<file path="src/rtl/sdram_seq_pkg.sv">
package sdram_seq_pkg;

  // {cs_n, ras_n, cas_n, we_n}
  typedef enum logic [3:0] {
    CMD_MRS = 4'b0000,
    CMD_REF = 4'b0001,
    CMD_PRE = 4'b0010,
    CMD_ACT = 4'b0011,
    CMD_WR  = 4'b0100,
    CMD_RD  = 4'b0101,
    CMD_BST = 4'b0110,
    CMD_NOP = 4'b0111
  } sdram_cmd_e;

  typedef enum logic [3:0] {
    ST_PWR,
    ST_IPRE,
    ST_IREF1,
    ST_IREF2,
    ST_IMRS,
    ST_IDLE,
    ST_RCD,
    ST_POST,
    ST_RFC
  } seq_state_e;

  function automatic int max3(input int a, input int b, input int c);
    int m;
    m = (a > b) ? a : b;
    return (m > c) ? m : c;
  endfunction

endpackage

</file>
<file path="src/rtl/sdram_delay_cnt.sv">
module sdram_delay_cnt #(
  parameter int W       = 16,
  parameter int RST_VAL = 0
) (
  input  logic         clk,
  input  logic         rst_n,
  input  logic         load,
  input  logic [W-1:0] load_val,
  output logic         zero
);
  logic [W-1:0] cnt;

  always_ff @(posedge clk) begin
    if (!rst_n)            cnt <= W'(RST_VAL);
    else if (load)         cnt <= load_val;
    else if (cnt != '0)    cnt <= cnt - 1'b1;
  end

  assign zero = (cnt == '0);
endmodule

</file>
<file path="src/rtl/sdram_refresh_req.sv">
module sdram_refresh_req #(
  parameter int INTERVAL = 781,
  parameter int PEND_W   = 4
) (
  input  logic clk,
  input  logic rst_n,
  input  logic en,
  input  logic ack,
  output logic pending
);
  localparam int IW = (INTERVAL > 1) ? $clog2(INTERVAL) : 1;
  localparam logic [IW-1:0] LAST = IW'(INTERVAL - 1);

  logic [IW-1:0]     tick_cnt;
  logic [PEND_W-1:0] owed;
  logic              tick;

  assign tick = en && (tick_cnt == LAST);

  always_ff @(posedge clk) begin
    if (!rst_n)     tick_cnt <= '0;
    else if (!en)   tick_cnt <= '0;
    else if (tick)  tick_cnt <= '0;
    else            tick_cnt <= tick_cnt + 1'b1;
  end

  always_ff @(posedge clk) begin
    if (!rst_n) owed <= '0;
    else begin
      case ({tick, ack && (owed != '0)})
        2'b10:   owed <= (owed == '1) ? owed : owed + 1'b1;
        2'b01:   owed <= owed - 1'b1;
        default: owed <= owed;
      endcase
    end
  end

  assign pending = (owed != '0);
endmodule

</file>
<file path="src/rtl/sdram_rd_capture.sv">
module sdram_rd_capture #(
  parameter int DW      = 8,
  parameter int CAS_LAT = 2
) (
  input  logic          clk,
  input  logic          rst_n,
  input  logic          issue,
  input  logic [DW-1:0] dq_in,
  output logic [DW-1:0] rdata,
  output logic          rvalid
);
  logic [CAS_LAT:0] pipe;

  always_ff @(posedge clk) begin
    if (!rst_n) pipe[0] <= 1'b0;
    else        pipe[0] <= issue;
  end

  for (genvar i = 1; i <= CAS_LAT; i++) begin : g_stage
    always_ff @(posedge clk) begin
      if (!rst_n) pipe[i] <= 1'b0;
      else        pipe[i] <= pipe[i-1];
    end
  end

  always_ff @(posedge clk) begin
    if (!rst_n) begin
      rvalid <= 1'b0;
      rdata  <= '0;
    end else begin
      rvalid <= pipe[CAS_LAT];
      if (pipe[CAS_LAT]) rdata <= dq_in;
    end
  end
endmodule

</file>
<file path="src/rtl/sdram_seq_ctrl.sv">
module sdram_seq_ctrl
  import sdram_seq_pkg::*;
#(
  parameter int DW           = 8,
  parameter int BANK_W       = 2,
  parameter int ROW_W        = 13,
  parameter int COL_W        = 10,
  parameter int CAS_LAT      = 2,
  parameter int T_INIT       = 20000,
  parameter int T_RCD        = 2,
  parameter int T_RP         = 2,
  parameter int T_RAS        = 5,
  parameter int T_RC         = 7,
  parameter int T_MRD        = 2,
  parameter int T_DAL        = 5,
  parameter int T_RFC        = 7,
  parameter int REF_INTERVAL = 781
) (
  input  logic                          clk,
  input  logic                          rst_n,
  input  logic                          req_valid,
  output logic                          req_ready,
  input  logic                          req_write,
  input  logic [BANK_W+ROW_W+COL_W-1:0] req_addr,
  input  logic [DW-1:0]                 req_wdata,
  output logic                          resp_valid,
  output logic [DW-1:0]                 resp_rdata,
  output logic                          mem_cs_n,
  output logic                          mem_ras_n,
  output logic                          mem_cas_n,
  output logic                          mem_we_n,
  output logic [BANK_W-1:0]             mem_ba,
  output logic [ROW_W-1:0]              mem_addr,
  output logic [DW-1:0]                 mem_dq_out,
  output logic                          mem_dq_oe,
  input  logic [DW-1:0]                 mem_dq_in
);
  localparam int AW      = BANK_W + ROW_W + COL_W;
  localparam int AP_BIT  = 10;
  localparam int POST_WR = max3(T_DAL, T_RC - T_RCD, T_RAS + T_RP - T_RCD);
  localparam int POST_RD = max3(CAS_LAT + 2, T_RC - T_RCD, T_RAS + T_RP - T_RCD);
  localparam int CNT_MAX = max3(T_INIT, max3(POST_WR, POST_RD, T_RFC),
                                max3(T_RP, T_MRD, T_RCD));
  localparam int CW      = $clog2(CNT_MAX + 1);

  localparam logic [CW-1:0] L_RP  = CW'(T_RP - 1);
  localparam logic [CW-1:0] L_RFC = CW'(T_RFC - 1);
  localparam logic [CW-1:0] L_MRD = CW'(T_MRD - 1);
  localparam logic [CW-1:0] L_RCD = CW'(T_RCD - 1);
  localparam logic [CW-1:0] L_PWR = CW'(POST_WR - 1);
  localparam logic [CW-1:0] L_PRD = CW'(POST_RD - 1);

  seq_state_e        state, nxt_state;
  sdram_cmd_e        cmd_q, cmd_n;
  logic [BANK_W-1:0] ba_n;
  logic [ROW_W-1:0]  addr_n;
  logic              ld;
  logic [CW-1:0]     ld_val;
  logic              cnt_zero;
  logic              ref_pending, ref_ack;
  logic              init_done;
  logic              issue_rd, issue_wr;
  logic              accept;
  logic [COL_W-1:0]  lat_col;
  logic              lat_write;
  logic [DW-1:0]     lat_wdata;
  logic              wr_done_q;
  logic              rd_valid;
  logic [DW-1:0]     rd_data;
  logic [ROW_W-1:0]  col_word, mode_word, all_word;

  always_comb begin
    col_word            = '0;
    col_word[COL_W-1:0] = lat_col;
    col_word[AP_BIT]    = 1'b1;
    mode_word           = '0;
    mode_word[6:4]      = 3'(CAS_LAT);
    all_word            = '0;
    all_word[AP_BIT]    = 1'b1;
  end

  sdram_delay_cnt #(.W(CW), .RST_VAL(T_INIT - 1)) u_wait (
    .clk(clk), .rst_n(rst_n), .load(ld), .load_val(ld_val), .zero(cnt_zero)
  );

  sdram_refresh_req #(.INTERVAL(REF_INTERVAL), .PEND_W(4)) u_refresh (
    .clk(clk), .rst_n(rst_n), .en(init_done), .ack(ref_ack), .pending(ref_pending)
  );

  sdram_rd_capture #(.DW(DW), .CAS_LAT(CAS_LAT)) u_capture (
    .clk(clk), .rst_n(rst_n), .issue(issue_rd), .dq_in(mem_dq_in),
    .rdata(rd_data), .rvalid(rd_valid)
  );

  assign init_done = (state != ST_PWR) && (state != ST_IPRE) && (state != ST_IREF1)
                   && (state != ST_IREF2) && (state != ST_IMRS);
  assign req_ready = (state == ST_IDLE) && !ref_pending;
  assign accept    = req_valid && req_ready;

  always_comb begin
    nxt_state = state;
    cmd_n     = CMD_NOP;
    ba_n      = '0;
    addr_n    = '0;
    ld        = 1'b0;
    ld_val    = '0;
    issue_rd  = 1'b0;
    issue_wr  = 1'b0;
    ref_ack   = 1'b0;
    case (state)
      ST_PWR: if (cnt_zero) begin
        cmd_n = CMD_PRE; addr_n = all_word;
        ld = 1'b1; ld_val = L_RP; nxt_state = ST_IPRE;
      end
      ST_IPRE: if (cnt_zero) begin
        cmd_n = CMD_REF; ld = 1'b1; ld_val = L_RFC; nxt_state = ST_IREF1;
      end
      ST_IREF1: if (cnt_zero) begin
        cmd_n = CMD_REF; ld = 1'b1; ld_val = L_RFC; nxt_state = ST_IREF2;
      end
      ST_IREF2: if (cnt_zero) begin
        cmd_n = CMD_MRS; addr_n = mode_word;
        ld = 1'b1; ld_val = L_MRD; nxt_state = ST_IMRS;
      end
      ST_IMRS: if (cnt_zero) nxt_state = ST_IDLE;
      ST_IDLE: begin
        if (ref_pending) begin
          cmd_n = CMD_REF; ref_ack = 1'b1;
          ld = 1'b1; ld_val = L_RFC; nxt_state = ST_RFC;
        end else if (req_valid) begin
          cmd_n  = CMD_ACT;
          ba_n   = req_addr[AW-1 -: BANK_W];
          addr_n = req_addr[COL_W +: ROW_W];
          ld = 1'b1; ld_val = L_RCD; nxt_state = ST_RCD;
        end
      end
      ST_RCD: if (cnt_zero) begin
        cmd_n    = lat_write ? CMD_WR : CMD_RD;
        ba_n     = mem_ba;
        addr_n   = col_word;
        issue_wr = lat_write;
        issue_rd = !lat_write;
        ld = 1'b1; ld_val = lat_write ? L_PWR : L_PRD; nxt_state = ST_POST;
      end
      ST_POST: if (cnt_zero) nxt_state = ST_IDLE;
      ST_RFC:  if (cnt_zero) nxt_state = ST_IDLE;
      default: nxt_state = ST_IDLE;
    endcase
  end

  always_ff @(posedge clk) begin
    if (!rst_n) begin
      state      <= ST_PWR;
      cmd_q      <= CMD_NOP;
      mem_ba     <= '0;
      mem_addr   <= '0;
      mem_dq_out <= '0;
      mem_dq_oe  <= 1'b0;
      wr_done_q  <= 1'b0;
      lat_col    <= '0;
      lat_write  <= 1'b0;
      lat_wdata  <= '0;
    end else begin
      state     <= nxt_state;
      cmd_q     <= cmd_n;
      mem_dq_oe <= issue_wr;
      wr_done_q <= issue_wr;
      if (cmd_n != CMD_NOP) begin
        mem_ba   <= ba_n;
        mem_addr <= addr_n;
      end
      if (issue_wr) mem_dq_out <= lat_wdata;
      if (accept && !ref_pending) begin
        lat_col   <= req_addr[COL_W-1:0];
        lat_write <= req_write;
        lat_wdata <= req_wdata;
      end
    end
  end

  assign {mem_cs_n, mem_ras_n, mem_cas_n, mem_we_n} = cmd_q;
  assign resp_valid = wr_done_q | rd_valid;
  assign resp_rdata = rd_data;
endmodule

</file>
<file path="config.mk">
export PLATFORM = sky130hd
export DESIGN_NAME = sdram_seq_ctrl
export DESIGN_NICKNAME = d
export VERILOG_FILES = /design/src/rtl/sdram_seq_pkg.sv /design/src/rtl/sdram_delay_cnt.sv /design/src/rtl/sdram_refresh_req.sv /design/src/rtl/sdram_rd_capture.sv /design/src/rtl/sdram_seq_ctrl.sv
export SDC_FILE = /design/constraint.sdc
export NUM_CORES = 1
export LEC_CHECK = 0
export CORE_MARGIN = 2
export CORE_UTILIZATION = 40
export CTS_BUF_LIST = sky130_fd_sc_hd__clkbuf_8
export DETAILED_ROUTE_END_ITERATION = 7
export SLEW_MARGIN = 20
export SYNTH_ARGS = -nofsm -noshare
export SYNTH_HDL_FRONTEND = slang
export SYNTH_HIERARCHICAL = 1
export SYNTH_SLANG_ARGS = --single-unit
</file>
<file path="constraint.sdc">
create_clock -name clk -period 5.15 [get_ports clk]
set_input_delay 1.545 -clock clk [delete_from_list [all_inputs] [get_ports clk]]
set_output_delay 1.545 -clock clk [all_outputs]
set_load 0.01 [all_outputs]
</file>
-- Word level (Yosys, flattened, before mapping)
Cells that the tools add are included.
- register bits: 92
- bits of input ports: 45
- reductions and logical operators: 27
- add/subtract/negate cells: 4
- bitwise gates (word level): 3
- eq/ne operators: 26
- muxes and demuxes: 45
- operators with widths (cell ; number):
    $pmux W13 S4 ; 1
    $mux W4 ; 9
    $mux W15 ; 2
    $pmux W4 S7 ; 1
    $mux W13 ; 2
    $mux W3 ; 8
    $mux W11 ; 2
    $eq A4 B3 Y1 const B ; 4
    $logic_not A15 Y1 ; 1
    $pmux W3 S5 ; 1
    $reduce_bool A15 Y1 ; 1
    $sub A15 B1 Y15 const B ; 1
    $ne A2 B2 Y1 const B ; 7
    $pmux W3 S4 ; 1
    $add A10 B1 Y10 const B ; 1
    $eq A10 B10 Y1 const B ; 1
    $mux W1 ; 10
    $logic_and A1 B1 Y1 ; 9
    $eq A4 B2 Y1 const B ; 2
    $eq A4 B4 Y1 const B ; 2
    $mux W2 ; 4
    $ne A4 B2 Y1 const B ; 2
    $ne A4 B3 Y1 const B ; 2
    $pmux W4 S2 ; 1
    other kinds (23) ; 30

-- Logic depth before layout (Yosys ltp)
- depth after elaboration: 9
- depth in mapped cells: 13
- mapped depth without buffers: 12

-- Cells and area by module
The synthesis kept the hierarchy.
- modules (own cells, without submodules) (module ; area each (um^2) ; cells an instance ; instances):
    sdram_seq_ctrl ; 2124.5 ; 248 ; 1
    sdram_delay_cnt ; 882.1 ; 112 ; 1
    sdram_refresh_req ; 783.3 ; 90 ; 1
    sdram_rd_capture ; 411.6 ; 34 ; 1

-- Worst setup path after synthesis
No wires, ideal clock.
- kind: register -> register
- start: reg state[2]
- end: reg u_refresh.owed[3]
- arrival: 2747 ps
- path buffers: 2
- required time: 5086 ps
- slack: 2339 ps
- stages on the path, launching flop included: 13
- path through: dfxtp_1 buf_2 clkbuf_1 o21ai_0 nand2_1 nand4b_1 o31ai_2 inv_1 ha_1 a21o_1 a21oi_1 or4bb_1 nand4_1
- word-level cells in the longest chain between the ends: 9
- ends and longest elaborated chain (what ; line ; source):
    start, declared ; sdram_seq_ctrl.sv:53 ; seq_state_e state, nxt_state;
    start signal, assigned ; sdram_seq_ctrl.sv:164 ; state <= nxt_state;
    $ne A4 B1 Y1 / $reduce_bool A4 Y1 (equally long branches) ; sdram_seq_ctrl.sv:95 ; assign init_done = (state != ST_PWR) && (state != ST_IPRE) && (state != ST_IREF1)
    $logic_and A1 B1 Y1 (2 in series) ; sdram_seq_ctrl.sv:95 ;
    $logic_and A1 B1 Y1 ; sdram_seq_ctrl.sv:96 ; && (state != ST_IREF2) && (state != ST_IMRS);
    $logic_and A1 B1 Y1 * ; sdram_seq_ctrl.sv:96 ;
    net init_done ; sdram_seq_ctrl.sv:61 ; logic init_done;
    $logic_and A1 B1 Y1 * ; sdram_refresh_req.sv:18 ; assign tick = en && (tick_cnt == LAST);
    $eq A2 B2 Y1 / $eq A2 B1 Y1 (equally long branches) ; sdram_refresh_req.sv:30 ; case ({tick, ack && (owed != '0)})
    $ne A2 B2 Y1 (no source line) / $reduce_bool A2 Y1 (equally long branches) ; - ;
    $reduce_and A2 Y1 (no source line) ; - ;
    end signal, assigned ; sdram_refresh_req.sv:31 ; 2'b10: owed <= (owed == '1) ? owed : owed + 1'b1;
    end signal, assigned ; sdram_refresh_req.sv:32 ; 2'b01: owed <= owed - 1'b1;
    end signal, assigned ; sdram_refresh_req.sv:33 ; default: owed <= owed;
    end, declared ; sdram_refresh_req.sv:15 ; logic [PEND_W-1:0] owed;
The timed path passes the listed nets; every way through them passes the cells marked *.
A chain may end at the register's enable or synchronous reset.

-- Worst setup path after layout
- start: reg u_refresh.owed[0]
- end: out req_ready
- word-level cells in the longest chain between the ends: 3
- ends and longest elaborated chain (what ; line ; source):
    $reduce_bool A4 Y1 ; sdram_refresh_req.sv:38 ; assign pending = (owed != '0);
    net ref_pending ; sdram_seq_ctrl.sv:60 ; logic ref_pending, ref_ack;
    $logic_not A1 Y1 ; sdram_seq_ctrl.sv:97 ; assign req_ready = (state == ST_IDLE) && !ref_pending;
    $logic_and A1 B1 Y1 ; sdram_seq_ctrl.sv:97 ;
    end, declared ; sdram_seq_ctrl.sv:22 ; output logic req_ready,
The timed path passes the listed nets, and every way through them passes these cells.

==> impl_metrics.ini <==
[status]
run_status = completed

[synth]
synth_enable_flop_cells = 0
mappedNetlistArea_mm2 = 0.00420
area_share_of_the_largest_cell_type_after_synthesis = 0.434
postSynth.topFlopCell = dfxtp_1
post-synth-top-area-cell = dfxtp_1
synth_sequential_area_ratio = 0.434
syn_avg_cell_area_um2 = 8.68
post_synth_main_area_contributors = dfxtp_1, nand2_1, a21oi_1
postSynthRegisterBits = 91
synth.distinct_cells = 68
ys.warnings.count = 6
ys_async_sr_fraction = 0
postSynthCellCount = 484

[finish]
multiInputGateArea_mm2 = 0.00219
nets = 615
final_core_occ = 0.513
n_fill_cell = 1007
final_layout_size_suffix_gt1_frac = 0.0650
antenna_cells = 0
ff_latch_area_mm2 = 0.00182
stdcell_area_mm2 = 0.00527
areaGrowthSynthToFinish_pct = 25.4

[grt]
global_route_wire_length_before_repair_mm = 16.4
grt_pass1_vias = 3472
grt.overflow.total = 0
grt_antenna_before_repair = 0
track_usage = 0.179
pin_count_of_the_biggest_net_entering_global_routing = 67

[setup_path]
rr_endpoint = u_wait/cnt[12]
cp_data_required_time_ns = 3.61
reg2reg_depth = 11
setup.worst_path.end = req_ready
startpoint = u_refresh/owed[0]
setup.worst_path.start_class = register
worst-endpoint-arrival_ns = 2.16
rr_startpoint = u_wait/cnt[0]
worst-path-max-fanout = 7
cp-end-kind = output pin
r2r_setup_slack_ns = 1.85
path_class = reg2out

[timing]
slew_viol_final = 0
maxSlewHeadroom = 0.457
achievable-frequency_mhz = 270
final_min_period_over_clock_period = 0.719
fin_worst_skew_ns = 0.0144
report.final.setup_viol = 0
post-route-min-period_ns = 3.70
worst-slew-pin-transition_ns = 0.811
setup-tns-final_ns = 0
grt_setup_unrepaired = false
timing_hold_violations_final = 0

[pwr]
share_seq_of_total_power = 0.581
p_sw_uw = 296
power.switching_fraction = 0.243
power.combinational.fraction = 0.049
power_per_cell_area_mw_per_mm2 = 231
ir_drop_v = 0.000105
internal_power_uw = 920
power.share.clock = 0.369
power.leakage_uw = 0.00175

[placed_design]
detailed_place_hpwl_mm = 6.77
placed_cell_area_mm2 = 0.00509
port_buffers = 81
routabilityCongestion = 0.818

[floorplan]
die-area_mm2 = 0.0113
die_x_um = 106
die_h_um = 106
ioPinCount = 83
start_util = 0.409
placement_rows = 37
core_area_mm2 = 0.0103

[clock_network]
postCtsHoldBufs = 0
ctsLongestPathBuffers = 2
clkTransAtPathRegs_ns = 0.10
cts-resized-gates = 0
tritoncts = done
numClockSinks = 91
post-cts-setup-buffer-count = 0
cts_made_buffers = 9
cts-root-buf = clkbuf_8
clk-insertion-delay-late_ns = 0.37
cts.htree.levels = 3

[hold_path]
worst_hold_startpoint = u_capture/pipe[0]
whs_path_depth = 1
min-delay-path-class = reg2reg

[detailed_routing]
first_pass_iters = 4
post_drt_via_cell_ratio = 5.17
final_antenna_net_count = 0
drt_wl_total_mm = 9.87
drcViolationCount = 0
num_vias = 3642
routed_wire_length_per_instance_um = 14.0
drt_iter0_drc = 166

[run]
max_cap_violations = 0
how the worst min path moves through the flow:
stage                   endpoint  slack, ns
2_1_floorplan  u_capture/pipe[1]       0.41
3_3_place_gp   u_capture/pipe[2]       0.42
3_5_place_dp   u_capture/pipe[1]       0.42
4_1_cts        u_capture/pipe[1]       0.44
5_1_grt        u_capture/pipe[2]       0.46
6_report       u_capture/pipe[1]       0.44
critical path: stages (launching register included):
cell	delay [ns]
dfxtp_1	0.38
or4_1	0.68
nor2_1	0.18
clkdlybuf4s50_1	0.55
cells in the final DEF (no fill, tap or decap), drive strengths merged, types with 6 or more instances in the layout:
cell type / instances
a31oi: 7
mux2i: 11
dfxtp: 91
and2: 13
o211ai: 6
nor3: 11
nand2b: 8
nor2b: 13
xnor2: 11
a21oi: 30
clkdlybuf4s50: 80
nor2: 26
nand3: 18
clkbuf: 9
or3: 7
nand4: 9
conb: 13
o21ai: 29
or4: 6
a221o: 9
nand2: 71
inv: 24
final cells by class:
| class | count | area share |
|---|---|---|
| Multi-Input combinational cell | 357 | 0.416 |
| Timing Repair Buffer | 84 | 0.157 |
| Clock buffer | 9 | 0.0235 |
| Tap cell | 136 | 0.0323 |
| Sequential cell | 91 | 0.346 |
| Inverter | 21 | 0.0150 |
| Clock inverter | 7 | 0.0102 |
cell usage after synthesis, drive strengths merged (6+ instances only):
cell    number
o211ai       6
nand2       71
o21ai       29
clkbuf      14
or3          7
a221o        9
a21oi       30
buf         13
nand3       18
nor2        26
inv         21
nand4        9
nor2b       13
dfxtp       91
nor3        11
nand2b       8
a31oi        7
xnor2       11
or4          6
mux2i       11
and2        13
logic make-up (layout without fill, tap and decap cells):
logic type                 Yosys count  count (layout)  share of synthesized area
AOI/OAI and AO/OA                  113             113                      0.182
xor gates and xnor gates            12              12                     0.0250
DFF                                 91              91                      0.434
muxes                               12              12                     0.0289
other                                1              13                   0.000893
and+or+nand+nor                    201             201                      0.255
adders and majority gates            6               6                     0.0197
buffers and inverters               48             121                     0.0554
per-stage QoR:
| stage | setup WS, ns | total power (µW) | hold WS (ns) | cells |
|---|---|---|---|---|
| 3_3_place_gp | 1.82 | 783 | 0.418 | 689 |
| 2_1_floorplan | 2.34 | 744 | 0.412 | 496 |
| 3_5_place_dp | 1.79 | 784 | 0.418 | 689 |
| 6_report | 1.45 | 1220 | 0.435 | 705 |
| 5_1_grt | 1.35 | 1270 | 0.455 | 705 |
| 4_1_cts | 1.40 | 1230 | 0.437 | 705 |
flip-flops by register name, indices dropped and copies added (netlist names):
signal,cells
cmd_q,3
u_capture/pipe,3
u_wait/cnt,15
lat_col,10
u_refresh/tick_cnt,10
lat_wdata,8
state,4
u_capture/rdata,8
wr_done_q,1
mem_addr,13
mem_dq_out,8
lat_write,1
u_refresh/owed,4
mem_ba,2
u_capture/rvalid,1
power groups by stage:
stage / logic (µW) / registers, µW / clock network, µW
2_1_floorplan: 21.5 / 723 / 0
4_1_cts: 60.5 / 707 / 467
3_5_place_dp: 60.5 / 723 / 0
6_report: 60.0 / 707 / 449
3_3_place_gp: 60.3 / 723 / 0
5_1_grt: 65.3 / 707 / 494
per-layer routing:
metal | global-route usage | part of all wire
met1 | 0.232 | 0.47
met2 | 0.281 | 0.45
met3 | 0.0490 | 0.060
met4 | 0.0724 | 0.015
met5 | 0 | 0
(Power assumes the default switching activity.)
